[src/rtl/flash_eng_pkg.sv]
package flash_eng_pkg;

    // Command word field positions
    localparam int CMD_DIR_BIT  = 24;
    localparam int CMD_BUSY_BIT = 25;

    // Flash data path width
    localparam int FL_DW = 8;

    // Phases of one flash access
    typedef enum logic [1:0] {
        PH_IDLE   = 2'd0,
        PH_SETUP  = 2'd1,
        PH_STROBE = 2'd2,
        PH_HOLD   = 2'd3
    } fe_phase_e;

endpackage

[src/rtl/fe_regfile.sv]
module fe_regfile
    import flash_eng_pkg::*;
#(
    parameter int ADDR_W   = 19,
    parameter int REG_AW   = 8,
    parameter int CMD_OFS  = 'h50,
    parameter int DATA_OFS = 'h54
) (
    input  logic              clk,
    input  logic              rst_n,
    input  logic              bus_we,
    input  logic [REG_AW-1:0] bus_addr,
    input  logic [31:0]       bus_wdata,
    output logic [31:0]       bus_rdata,
    input  logic              cyc_done,
    input  logic              cyc_sample,
    input  logic [FL_DW-1:0]  flash_byte,
    output logic              go,
    output logic              busy,
    output logic              dir_rd,
    output logic [ADDR_W-1:0] addr,
    output logic [FL_DW-1:0]  wr_byte
);

    localparam logic [REG_AW-1:0] CMD_SEL  = REG_AW'(CMD_OFS);
    localparam logic [REG_AW-1:0] DATA_SEL = REG_AW'(DATA_OFS);

    typedef struct packed {
        logic              busy;
        logic              dir_rd;
        logic [ADDR_W-1:0] addr;
        logic [FL_DW-1:0]  data;
    } rf_t;

    rf_t  rf_q, rf_d;
    logic cmd_hit, data_hit;

    assign cmd_hit  = bus_we && (bus_addr == CMD_SEL);
    assign data_hit = bus_we && (bus_addr == DATA_SEL);

    always_comb begin
        rf_d = rf_q;
        go   = 1'b0;
        if (!rf_q.busy) begin
            if (cmd_hit) begin
                rf_d.addr   = bus_wdata[ADDR_W-1:0];
                rf_d.dir_rd = bus_wdata[CMD_DIR_BIT];
                if (bus_wdata[CMD_BUSY_BIT]) begin
                    rf_d.busy = 1'b1;
                    go        = 1'b1;
                end
            end
            if (data_hit) begin
                rf_d.data = bus_wdata[FL_DW-1:0];
            end
        end else begin
            if (cyc_sample) begin
                rf_d.data = flash_byte;
            end
            if (cyc_done) begin
                rf_d.busy = 1'b0;
            end
        end
    end

    always_ff @(posedge clk) begin
        if (!rst_n) begin
            rf_q <= '0;
        end else begin
            rf_q <= rf_d;
        end
    end

    always_comb begin
        bus_rdata = '0;
        if (bus_addr == CMD_SEL) begin
            bus_rdata[ADDR_W-1:0]   = rf_q.addr;
            bus_rdata[CMD_DIR_BIT]  = rf_q.dir_rd;
            bus_rdata[CMD_BUSY_BIT] = rf_q.busy;
        end else if (bus_addr == DATA_SEL) begin
            bus_rdata[FL_DW-1:0] = rf_q.data;
        end
    end

    assign busy    = rf_q.busy;
    assign dir_rd  = rf_q.dir_rd;
    assign addr    = rf_q.addr;
    assign wr_byte = rf_q.data;


    cmd_frozen_chk: assert property (@(posedge clk) disable iff (!rst_n)
        (rf_q.busy && cmd_hit) |=> ($stable(rf_q.addr) && $stable(rf_q.dir_rd)));


    data_frozen_chk: assert property (@(posedge clk) disable iff (!rst_n)
        (rf_q.busy && data_hit && !cyc_sample) |=> $stable(rf_q.data));


    busy_from_start_chk: assert property (@(posedge clk) disable iff (!rst_n)
        $rose(rf_q.busy) |-> $past(cmd_hit && bus_wdata[CMD_BUSY_BIT]));


    sample_only_read_chk: assert property (@(posedge clk) disable iff (!rst_n)
        cyc_sample |-> (rf_q.busy && rf_q.dir_rd));

endmodule

[src/rtl/fe_cycle_ctrl.sv]
module fe_cycle_ctrl
    import flash_eng_pkg::*;
#(
    parameter int ACC_CYCLES = 4
) (
    input  logic clk,
    input  logic rst_n,
    input  logic go,
    input  logic dir_rd,
    output logic cyc_done,
    output logic cyc_sample,
    output logic ce_n,
    output logic oe_n,
    output logic we_n,
    output logic dq_oe
);

    localparam int               CNT_W = $clog2(ACC_CYCLES + 1);
    localparam logic [CNT_W-1:0] LAST  = CNT_W'(ACC_CYCLES - 1);

    typedef struct packed {
        fe_phase_e        ph;
        logic [CNT_W-1:0] cnt;
    } cc_t;

    cc_t cc_q, cc_d;

    always_comb begin
        cc_d = cc_q;
        unique case (cc_q.ph)
            PH_IDLE: begin
                if (go) begin
                    cc_d.ph  = PH_SETUP;
                    cc_d.cnt = '0;
                end
            end
            PH_SETUP: begin
                cc_d.ph  = PH_STROBE;
                cc_d.cnt = '0;
            end
            PH_STROBE: begin
                if (cc_q.cnt == LAST) begin
                    cc_d.ph = PH_HOLD;
                end else begin
                    cc_d.cnt = cc_q.cnt + 1'b1;
                end
            end
            PH_HOLD: begin
                cc_d.ph = PH_IDLE;
            end
            default: cc_d.ph = PH_IDLE;
        endcase
    end

    always_ff @(posedge clk) begin
        if (!rst_n) begin
            cc_q <= '{ph: PH_IDLE, cnt: '0};
        end else begin
            cc_q <= cc_d;
        end
    end

    assign ce_n       = (cc_q.ph == PH_IDLE);
    assign oe_n       = !((cc_q.ph == PH_STROBE) && dir_rd);
    assign we_n       = !((cc_q.ph == PH_STROBE) && !dir_rd);
    assign dq_oe      = (cc_q.ph != PH_IDLE) && !dir_rd;
    assign cyc_done   = (cc_q.ph == PH_HOLD);
    assign cyc_sample = (cc_q.ph == PH_STROBE) && (cc_q.cnt == LAST) && dir_rd;


    go_when_idle_chk: assert property (@(posedge clk) disable iff (!rst_n)
        go |-> (cc_q.ph == PH_IDLE));


    dir_steady_chk: assert property (@(posedge clk) disable iff (!rst_n)
        (!ce_n && $past(!ce_n)) |-> $stable(dir_rd));

endmodule

[src/rtl/flash_access_engine.sv]
module flash_access_engine
    import flash_eng_pkg::*;
#(
    parameter int ADDR_W     = 19,
    parameter int ACC_CYCLES = 4,
    parameter int REG_AW     = 8,
    parameter int CMD_OFS    = 'h50,
    parameter int DATA_OFS   = 'h54
) (
    input  logic              clk,
    input  logic              rst_n,
    input  logic              bus_we,
    input  logic [REG_AW-1:0] bus_addr,
    input  logic [31:0]       bus_wdata,
    output logic [31:0]       bus_rdata,
    output logic [ADDR_W-1:0] flash_addr,
    output logic              flash_ce_n,
    output logic              flash_oe_n,
    output logic              flash_we_n,
    output logic [7:0]        flash_dq_o,
    output logic              flash_dq_oe,
    input  logic [7:0]        flash_dq_i
);

    logic go, busy, dir_rd, cyc_done, cyc_sample;

    fe_regfile #(
        .ADDR_W   (ADDR_W),
        .REG_AW   (REG_AW),
        .CMD_OFS  (CMD_OFS),
        .DATA_OFS (DATA_OFS)
    ) u_regs (
        .clk        (clk),
        .rst_n      (rst_n),
        .bus_we     (bus_we),
        .bus_addr   (bus_addr),
        .bus_wdata  (bus_wdata),
        .bus_rdata  (bus_rdata),
        .cyc_done   (cyc_done),
        .cyc_sample (cyc_sample),
        .flash_byte (flash_dq_i),
        .go         (go),
        .busy       (busy),
        .dir_rd     (dir_rd),
        .addr       (flash_addr),
        .wr_byte    (flash_dq_o)
    );

    fe_cycle_ctrl #(
        .ACC_CYCLES (ACC_CYCLES)
    ) u_cycle (
        .clk        (clk),
        .rst_n      (rst_n),
        .go         (go),
        .dir_rd     (dir_rd),
        .cyc_done   (cyc_done),
        .cyc_sample (cyc_sample),
        .ce_n       (flash_ce_n),
        .oe_n       (flash_oe_n),
        .we_n       (flash_we_n),
        .dq_oe      (flash_dq_oe)
    );


    strobe_excl_chk: assert property (@(posedge clk) disable iff (!rst_n)
        !(!flash_oe_n && !flash_we_n));


    strobe_in_ce_chk: assert property (@(posedge clk) disable iff (!rst_n)
        (!flash_oe_n || !flash_we_n) |-> !flash_ce_n);


    addr_hold_chk: assert property (@(posedge clk) disable iff (!rst_n)
        (!flash_ce_n && $past(!flash_ce_n)) |-> $stable(flash_addr));


    idle_quiet_chk: assert property (@(posedge clk) disable iff (!rst_n)
        !busy |-> (flash_ce_n && !flash_dq_oe));


    no_drive_read_chk: assert property (@(posedge clk) disable iff (!rst_n)
        !flash_oe_n |-> !flash_dq_oe);

endmodule

[config.mk]
export PLATFORM = sky130hd
export DESIGN_NAME = flash_access_engine
export DESIGN_NICKNAME = d
export VERILOG_FILES = /design/src/rtl/flash_eng_pkg.sv /design/src/rtl/fe_regfile.sv /design/src/rtl/fe_cycle_ctrl.sv /design/src/rtl/flash_access_engine.sv
export SDC_FILE = /design/constraint.sdc
export NUM_CORES = 1
export LEC_CHECK = 0
export ABC_CLOCK_PERIOD_IN_PS = 2150
export BUFFER_PORTS_ARGS = -buffer_cell sky130_fd_sc_hd__buf_4
export CAP_MARGIN = 20
export CORE_ASPECT_RATIO = 1.1
export CORE_MARGIN = 5
export CORE_UTILIZATION = 44
export CTS_BUF_LIST = sky130_fd_sc_hd__clkbuf_4
export CTS_CLUSTER_DIAMETER = 120
export DETAILED_ROUTE_END_ITERATION = 12
export GPL_ROUTABILITY_DRIVEN = 0
export PLACE_DENSITY = 0.82
export SETUP_SLACK_MARGIN = 0.02
export SYNTH_ARGS = -nofsm -noshare
export SYNTH_HDL_FRONTEND = slang
export SYNTH_HIERARCHICAL = 1
export SYNTH_SLANG_ARGS = --single-unit
[constraint.sdc]
create_clock -name clk -period 2.15 [get_ports clk]
set_clock_uncertainty 0.15 [all_clocks]
set_input_delay 0.43 -clock clk [delete_from_list [all_inputs] [get_ports clk]]
set_output_delay 0.43 -clock clk [all_outputs]
set_load 0.01 [all_outputs]
==> results.txt <==
TritonCTS built the clock tree. The share of total power dissipated in the clock network is 0.293. Summing all flip-flop and latch instances after layout gives 681 um2. The maximum fanout count along the critical path came out at 8. Setup slack on the critical path of the routed design comes to 0.0599 ns. The fill cell total of the finished layout came out at 363. For this run, the leading register cell type out of synthesis is sky130_fd_sc_hd__dfxtp_1.

The max-cap check violation count came out at 0. The number of warnings reported in the yosys synthesis log came out at 6. The number of remaining DRC errors is 0. The flow ran to the end, and the final reports show no timing, DRC or antenna violations. The remaining number of nets flagged by the antenna check after routing is 0. The synthesized instance count came out at 210.

Detailed routing inserted a total of 1831 vias. The worst setup path is launched from an input pin. The area of the core region came out at 0.00402 mm2. Dividing the detail-routed via count by the number of cells gives 5.22. Setup repair after global routing left no endpoint under its margin. The worst supply voltage drop on vdd came out at 0.000281 V.

For this run, the detailed router's first-pass iteration total came to 4. The leakage power is 0.00131 uW. The maximum clock rate came out at 478 MHz.

The final hold violation count is 0. The floorplan step defined a die boundary enclosing 0.00565 mm2. The cell family contributing the most delay on the critical path is simple AND/OR/NAND/NOR gates. Input and output buffers added on the ports amount to 91. The number of flops mapped to enable cells by yosys is 0.

The clock latency on the worst-skew pair came out at 0.33 ns. The clock slew at the register clock pins of the worst setup and hold paths is 0.10 ns. The share of final-layout standard cells stronger than drive strength 1 is 0.408. Internal power comes to 813 uW. The fraction of power consumed by sequential logic is 0.581.

The capturing element type of the critical path is a primary output. The pre-CTS worst setup slack came out at 0.0442 ns. The switching power came out at 277 uW. The cell with the biggest individual delay on the critical path is sky130_fd_sc_hd__and4bb_4. The number of clock buffers added by TritonCTS is 5. The worst min-delay path class is input pin to flip-flop. The data required time at the worst endpoint is 1.57 ns. The most numerous cell type found on the critical path is sky130_fd_sc_hd__buf_4. The number of clock sinks is 34.

The total length of routed wires is 5390 um. The global-route wire length before repair is 8640 um. The max-slew violation total from the final report came out at 0. After synthesis, the share of flip-flops with an asynchronous set or reset is 0.

The areal power density over the cells is 422 mW/mm2. The routed design uses 545 um of met3 wire. After synthesis the cells add up to 0.00187 mm2.

The minimum clock period is 2.09 ns. The buffer depth of the longest clock path is 2. After legalization and detailed placement, the total HPWL measured 4090 um. 0 antenna diodes ended up in the layout. The worst setup path is of the input pin to primary output kind.

The width of the die is 72.1 um. In the final routing, the length of wire on met1 measures 2160 um. The number of global-route vias before repair was 1770. The largest single stage delay on the critical path is 0.37 ns. The area added between synthesis and finish is 38.3%. The overall power is 1090 uW. The multi-input gate area in the final layout is 0.00102 mm2.

The worst path arrival time came out at 1.51 ns. The critical path goes through buf_4 > and4bb_4 > and4b_1 > buf_6 > a22o_1 > buf_4. The remaining global-route overflow came out at 0. In this run the top signal layer used is met4. The combined global-route utilization of all metal layers is 0.191. The count of hold-fix buffers inserted at cts came out at 0. The clock root buffer master is sky130_fd_sc_hd__clkbuf_4. The switching share of total power came out at 0.254.

The floorplan step set the die height to 78.3 um. The number of antenna violations at the first check in global routing is 0. Of the available clock period, the critical path in the final layout requires 0.972. The number of buffers and inverters on the critical path is 3. Entering global routing, the biggest net connects 27 pins. Of the total power, combinational logic draws 0.125. The total setup violations reported at the end of the flow is 0.

The number of DRC markers in iteration 0 came out at 96. The library cell used most frequently in the layout, excluding fill and tap cells, is sky130_fd_sc_hd__buf_4. Adding up every negative setup slack in the final design gives 0 ns. The initial standard-cell utilization of the core is 0.464. Leaving out fill and tap cells, the most frequent cells in the layout are sky130_fd_sc_hd__buf_4, sky130_fd_sc_hd__nand3_1, sky130_fd_sc_hd__dfxtp_1. The site row count is 24. The sequential fraction of the synthesis area is 0.365. The routed wirelength normalized by instance count is 15.4 um. For this design the top-level I/O count stands at 114. The number of distinct standard cells referenced by the synthesized netlist is 46. The H-tree depth came out at 2. The per-instance average area after synthesis came out at 8.89 um2.

The number of nets in the layout is 357. The wire length on met2 came out at 2600 um. The number of register bits inferred by synthesis is 34. The share of the core filled with cells in the final layout is 0.642.
## through the flow
stage	area (um2)	std cells	hold slack, ns
after detailed placement	2520	344	0.304
after CTS	2560	350	0.143
final	2580	351	0.157
after global routing	2580	351	0.146
after global placement	2520	344	0.297
after floorplan	1900	220	0.315
## state kept, by name (all words and copies together) (netlist names)
register / flops
u_regs/addr: 19
u_regs/wr_byte: 8
u_cycle/cc_q: 5
u_regs/busy: 1
u_regs/dir_rd: 1
## cells in the mapped netlist (all sizes together), types with 2 or more instances
cell type,instances,area share
a21oi,2,0.0054
a22o,8,0.038
and2,3,0.012
and3,16,0.058
buf,24,0.095
clkbuf,3,0.0067
dfxtp,34,0.36
ha,6,0.040
inv,5,0.010
mux2i,8,0.043
nand2,24,0.048
nand3,42,0.12
nor2,3,0.0060
nor2b,3,0.014
nor3,2,0.0080
o21ai,3,0.0080
o2bb2ai,8,0.041
## worst paths after layout
path	start	slack (ns)	to	cells after the start
setup / recovery	bus_addr[5]	0.06	bus_rdata[5]	6
hold / removal	bus_wdata[24]	0.16	u_regs/dir_rd	3
setup reg to reg	u_cycle/cc_q[0]	0.29	u_regs/wr_byte[6]	6
hold reg to reg	u_regs/addr[14]	0.31	u_regs/addr[14]	2
## cell type report
type	count	share of cell area
clock buffers	5	0.0145
clock inverters	1	0.00145
inverters	5	0.00727
multi-input cells	154	0.396
flip-flops and latches	34	0.264
well taps	52	0.0252
repair buffers	100	0.292
## worst reg2reg max path, cell delays in order (launching register included)
cell	delay, ns
sky130_fd_sc_hd__dfxtp_1	0.35
sky130_fd_sc_hd__ha_1	0.21
sky130_fd_sc_hd__ha_1	0.23
sky130_fd_sc_hd__and3_1	0.21
sky130_fd_sc_hd__nand2_1	0.08
sky130_fd_sc_hd__and3_1	0.39
sky130_fd_sc_hd__o2bb2ai_1	0.17
## metal layers
metal  track usage  vias up
met4        0.0583        0
met5             0        -
met1         0.223      841
met3        0.0639       10
li1              -      900
met2         0.328       80
## kinds of logic after synthesis
kind of cell,after synthesis,synth area share
and+or+nand+nor,101,0.306
DFF,34,0.365
buffers and inverters,32,0.112
AOI/OAI and AO/OA,28,0.133
muxes,8,0.0429
adders and majority gates,6,0.0402
other,1,0.00201
## power by group through the flow
stage          logic [uW]  registers [uW]  clock network [uW]
2_1_floorplan        75.1             648                   0
4_1_cts               135             633                 330
5_1_grt               150             634                 355
6_report              137             633                 319
3_3_place_gp          132             648                   0
3_5_place_dp          135             648                   0
## what timing repair did
item,in CTS,in global routing
endpoints found under the setup margin,0,9
gates resized for setup,0,4
setup buffers,0,1
(Power assumes the default switching activity.)
